**config.mk**
```make
export PLATFORM = sky130hd
export DESIGN_NAME = ccd_pixel_sequencer
export DESIGN_NICKNAME = d
export VERILOG_FILES = /design/src/rtl/ccd_pixel_sequencer.sv
export SDC_FILE = /design/constraint.sdc
export NUM_CORES = 1
export LEC_CHECK = 0
export ABC_AREA = 1
export BUFFER_PORTS_ARGS = -buffer_cell sky130_fd_sc_hd__buf_4
export CAP_MARGIN = 20
export CORE_MARGIN = 8
export CORE_UTILIZATION = 60
export DETAILED_ROUTE_END_ITERATION = 10
export MAX_ROUTING_LAYER = met4
export PLACE_DENSITY_LB_ADDON = 0.08
export SYNTH_ARGS = -nofsm -noshare
export SYNTH_HDL_FRONTEND = slang
export SYNTH_SLANG_ARGS = --single-unit
```
**constraint.sdc**
```tcl
create_clock -name clk -period 4.68 [get_ports clk]
set_input_delay 0.702 -clock clk [delete_from_list [all_inputs] [get_ports clk]]
set_output_delay 0.702 -clock clk [all_outputs]
set_load 0.05 [all_outputs]
```
**src/rtl/ccd_pixel_sequencer.sv**
```systemverilog
module ccd_pixel_sequencer #(
  parameter int CNT_W   = 12,
  parameter int CLAMP_W = 32,
  parameter int SEP_W   = 6,
  parameter int SAMP_W  = 52,
  parameter int LEAD_W  = 6,
  parameter int HALF_W  = 6,
  parameter int PIX_CYC = 200,
  parameter int WORD_W  = 8
) (
  input  logic              clk,
  input  logic              rst_n,
  input  logic              line_start,
  input  logic              cds_mode,
  input  logic [CNT_W-1:0]  dark_count,
  input  logic [CNT_W-1:0]  line_len,
  input  logic              sdata_in,
  output logic              samp_o,
  output logic              clamp_o,
  output logic              sclk_o,
  output logic [WORD_W-1:0] word_o,
  output logic              word_valid_o,
  output logic              line_done_o,
  output logic              busy_o
);
  localparam int SAMP_ON  = CLAMP_W + SEP_W;
  localparam int SAMP_OFF = SAMP_ON + SAMP_W;
  localparam int SCLK_ON  = SAMP_OFF + LEAD_W;
  localparam int PERIOD   = 2 * HALF_W;
  localparam int SCLK_OFF = SCLK_ON + PERIOD * WORD_W;
  localparam int PC_W     = $clog2(PIX_CYC);
  localparam int PX_W     = CNT_W + 1;

  logic [PC_W-1:0]   pc_q;
  logic [PX_W-1:0]   px_q;
  logic [CNT_W-1:0]  len_q, dark_q;
  logic              cds_q, run_q;
  logic [WORD_W-1:0] sh_q;

  int   pci, rel;
  logic clamp_px, samp_d, clamp_d, sclk_d, grab, last_bit, pix_end, last_px;

  assign pci      = int'(pc_q);
  assign rel      = pci - SCLK_ON;
  assign clamp_px = cds_q ? (px_q < {1'b0, len_q})
                          : (px_q < {1'b0, dark_q}) && (px_q < {1'b0, len_q});
  assign samp_d   = run_q && pci >= SAMP_ON && pci < SAMP_OFF;
  assign clamp_d  = run_q && clamp_px && pci < CLAMP_W;
  assign sclk_d   = run_q && pci >= SCLK_ON && pci < SCLK_OFF && (rel % PERIOD) < HALF_W;
  assign grab     = sclk_d && !sclk_o;
  assign last_bit = (rel / PERIOD) == WORD_W - 1;
  assign pix_end  = run_q && pci == PIX_CYC - 1;
  assign last_px  = px_q == ({1'b0, len_q} + PX_W'(1));
  assign word_o   = sh_q;
  assign busy_o   = run_q;

  always_ff @(posedge clk) begin
    if (!rst_n) begin
      pc_q <= '0; px_q <= '0; len_q <= '0; dark_q <= '0; cds_q <= 1'b0; run_q <= 1'b0;
      sh_q <= '0; samp_o <= 1'b0; clamp_o <= 1'b0; sclk_o <= 1'b0;
      word_valid_o <= 1'b0; line_done_o <= 1'b0;
    end else begin
      samp_o       <= samp_d;
      clamp_o      <= clamp_d;
      sclk_o       <= sclk_d;
      word_valid_o <= grab && last_bit && (px_q >= PX_W'(2));
      line_done_o  <= pix_end && last_px;
      if (grab) sh_q <= {sh_q[WORD_W-2:0], sdata_in};
      if (!run_q) begin
        if (line_start) begin
          run_q  <= 1'b1;
          pc_q   <= '0;
          px_q   <= '0;
          len_q  <= line_len;
          dark_q <= dark_count;
          cds_q  <= cds_mode;
        end
      end else if (pix_end) begin
        pc_q <= '0;
        if (last_px) run_q <= 1'b0;
        else         px_q  <= px_q + PX_W'(1);
      end else begin
        pc_q <= pc_q + PC_W'(1);
      end
    end
  end

  AST_NO_OVERLAP: assert property (@(posedge clk) disable iff (!rst_n)
    !(clamp_o && samp_o));
  AST_SCLK_QUIET: assert property (@(posedge clk) disable iff (!rst_n)
    samp_o |-> !sclk_o);
  AST_SCLK_LEAD: assert property (@(posedge clk) disable iff (!rst_n)
    $rose(sclk_o) |-> !$past(samp_o));
  AST_VALID_PULSE: assert property (@(posedge clk) disable iff (!rst_n)
    word_valid_o |=> !word_valid_o);
  AST_DONE_IDLE: assert property (@(posedge clk) disable iff (!rst_n)
    line_done_o |-> !busy_o);
  AST_IDLE_QUIET: assert property (@(posedge clk) disable iff (!rst_n)
    !busy_o |-> !samp_o && !clamp_o && !sclk_o);
endmodule

```
==> impl_results.md <==
- Status: finished, final reports clean
- TritonCTS clock tree: done
- CP delay by family, top: simple AND/OR/NAND/NOR gates
- Internal power: 0.932 mW
- H-tree levels: 3
- Post-Syn Area: 4050 sq um
- Slowest stage delay, CP: 0.57 ns
- Clock sink count: 60
- Min Tclk post-route: 3.88 ns
- Root buffer cell: clkbuf_8
- Post-CTS Setup Bufs: 0
- Critical path launch point type: register
- Final period utilization: 82.9%
- Drt wl/cell: 13.1 um
- Drt first pass iters: 5
- YS warnings: 0
- Max Clock Freq: 258 MHz
- Crit path buf inv count: 4
- Hold Path Origin: dark_q[1]
- Cells after synthesis: 574
- Yosys cell types: 41
- Share of layout cells above drive strength 1: 15.5%
- Gr ovfl total: 0
- Crit path capture type: register
- Vias in the first global route: 3724
- Fin util: 69.3%
- Data arrival, critical path: 4.12 ns
- Routed WL: 9200 um
- Sequential fraction of the synthesis area: 29.6%
- Endpoints failing setup: 0
- Switching power: 0.371 mW
- Net Count, Synth: 639
- Port Buf Inserts: 42
- Pwr Density: 281 nW/um^2
- CP most frequent cell: nand2_1
- Most frequent cells in the layout: nand2_1 (96), inv_1 (87), dfxtp_1 (60), a21oi_1 (49), o21ai_0 (45)
- Register bit total from synthesis: 60
- Largest net degree at the start of global routing: 50
- Antenna viol nets, final: 0
- GPL Wtd Cong: 0.901
- Setup slack, reg-to-reg: 0.80 ns
- Register-to-Register Path Depth: 27
- Row count: 30
- Initial antenna violation count: 0
- Clock network power share: 40.8%
- Multi-input logic area: 2430 sq um
- Slew Viols, Final: 0
- Yosys top cell area share: 29.6%
- Ant. Diodes: 0
- Maximum clock insertion buffer count: 2
- GRT Total Usage: 20.2%
- Syn avg cell area: 7.06 sq um
- Post-DR vias/cell: 5.41
- Num CTS Buffers: 9
- Post-synth EDFFs: 0
- HP Class: register to register
- Highest-delay cell along the critical path: dfxtp_1
- Asr flop ratio synth: 0%
- Switching Fraction: 28.5%
- Chip height: 98.2 um
- Via count: 3786
- I/O pin total: 43
- Die Wd: 98.2 um
- Max-cap viol count: 0
- Final setup TNS: 0 ns
- DRC: 0
- Die area: 9640 sq um
- Pleak: 2.04 nW
- Worst Path Max Fanout: 10
- Hold buffers post-CTS: 0
- Resized cells post-CTS: 0
- Filler cells: 609
- Crit Path Category: register to register
- Yosys top cell by area: dfxtp_1
- Layout area overhead: 14.2%
- Most common cell after layout, fill and taps aside: nand2_1
- Critical R2R Capture: word_o[0]
- Core area: 6680 sq um
- First-pass GRT wire length: 15900 um
- Number of nets in the layout: 680
- Iteration-0 DRC Markers: 218
- Hold Path End: dark_q[1]
- Clock skew: 0.0102 ns
- RSZ-0062 raised after global routing: no
- Reg area: 1200 sq um
- Worst Hold Path Cells: 2
- Synth area leaders: dfxtp_1 (30%), ha_1 (11%), nand2_1 (8.9%), inv_1 (8.1%), a21oi_1 (6.1%)
- Clk slew on worst S/H paths: 0.07 ns
- Reg power frac: 41.7%
- Hold Vio Cnt, Final: 0
- Cell depth of the worst setup path: 27
- DP HPWL: 7000 um
- Later-pin clock latency in the skew report: 0.34 ns
- Critical Path RT: 4.93 ns
- RR Startpoint: pc_q[5]
- Worst vdd ir: 0.189 mV
- Main synth FF type: dfxtp_1
- Starting Density: 60.7%
- Worst Tran Pin Value: 0.569 ns
- Max-slew headroom: 61.1%
- Comb pwr share: 17.5%
-- kinds of logic (layout without fill, tap and decap cells) --
logic type	Yosys count	after routing	share of synthesized area, %
AOI/OAI and AO/OA	124	124	17.7
xor gates and xnor gates	22	22	4.75
adders and majority gates	36	36	11.1
buffers and inverters	108	154	10.4
DFF	60	60	29.6
and+or+nand+nor	224	224	26.3
-- power groups by stage --
stage | clock network [mW] | registers [mW] | logic (mW)
3_3_place_gp | 0 | 0.554 | 0.221
6_report | 0.531 | 0.543 | 0.228
4_1_cts | 0.532 | 0.543 | 0.229
5_1_grt | 0.553 | 0.545 | 0.259
3_5_place_dp | 0 | 0.555 | 0.228
2_1_floorplan | 0 | 0.555 | 0.171
-- cells in the mapped netlist (2+ instances only) --
cell type,instances
nand2_4,4
xnor2_1,2
o21ai_2,4
inv_1,87
o21a_1,4
clkinv_1,2
nand2_1,96
nor3_1,14
a21o_1,2
nor2_2,3
xor2_1,20
buf_6,2
o21bai_2,2
nor2_1,44
ha_1,36
inv_2,5
o21ai_1,3
a211oi_1,2
nand3_2,5
nand4_1,16
nor3_2,2
nor4_1,9
a21oi_1,49
a2111oi_0,2
o211ai_1,4
nand3_1,19
o21ai_0,45
dfxtp_1,60
nand2_2,9
clkbuf_1,11
-- sequential cells by signal, summed over array words and instances (netlist names), 8 cells and up --
name and count:
pc_q 8, dark_q 12, word_o 8, px_q 13, len_q 12
-- worst max-delay path by stage --
stage | to | startpoint | slack, ns
2_1_floorplan | word_o[0] | pc_q[6] | 1.29
3_3_place_gp | word_o[5] | pc_q[5] | 1.01
3_5_place_dp | word_o[0] | pc_q[5] | 0.83
4_1_cts | word_o[0] | pc_q[5] | 0.81
5_1_grt | word_o[3] | pc_q[5] | 0.25
6_report | word_o[0] | pc_q[5] | 0.80
-- metrics by stage --
step / cells / cell area [sq um] / power [mW] / setup slack [ns] / hold slack, ns
2_1_floorplan: 574 / 4050 / 0.726 / 1.29 / 0.433
3_3_place_gp: 684 / 4410 / 0.776 / 1.01 / 0.446
3_5_place_dp: 684 / 4410 / 0.783 / 0.829 / 0.451
4_1_cts: 700 / 4630 / 1.30 / 0.806 / 0.461
5_1_grt: 700 / 4630 / 1.36 / 0.253 / 0.482
6_report: 700 / 4630 / 1.30 / 0.801 / 0.459
-- layout make-up --
| cell class | instances | share of cell area [%] |
|---|---|---|
| flip-flops and latches | 60 | 25.9 |
| repair buffers | 43 | 6.97 |
| clock buffers | 12 | 3.14 |
| clock inverters | 4 | 1.57 |
| well taps | 80 | 2.16 |
| multi-input cells | 406 | 52.5 |
| inverters | 95 | 7.76 |
-- worst reg2reg max path, stage by stage (launching register included) --
cell and delay, ns:
dfxtp_1 0.57, ha_1 0.27, inv_1 0.05, ha_1 0.34
nand2_1 0.09, nor2_1 0.11, nand4_1 0.14, nand3_1 0.14
nor2_2 0.05, nor2_1 0.14, nor2_2 0.07, nand2_1 0.09
nand2_2 0.08, nand2_1 0.08, inv_1 0.04, nor2_1 0.21
ha_1 0.23, inv_1 0.09, nand2_4 0.10, nand2_1 0.08
nand2_1 0.07, nand2_1 0.05, o21ai_1 0.18, nand2_2 0.17
nand3_4 0.18, nand2_1 0.07, inv_1 0.06, nor2_1 0.04
-- routing by layer --
layer	wire length, um	GRT usage, %	share of wire (%)	up-vias
met3	323	3.06	3.5	28
met1	4030	21.1	44	1688
met4	354	11.6	3.8	0
met2	4500	35.6	49	89
met5	0	-	0	-
li1	-	-	-	1981
Power figures use the tool's default switching activity.
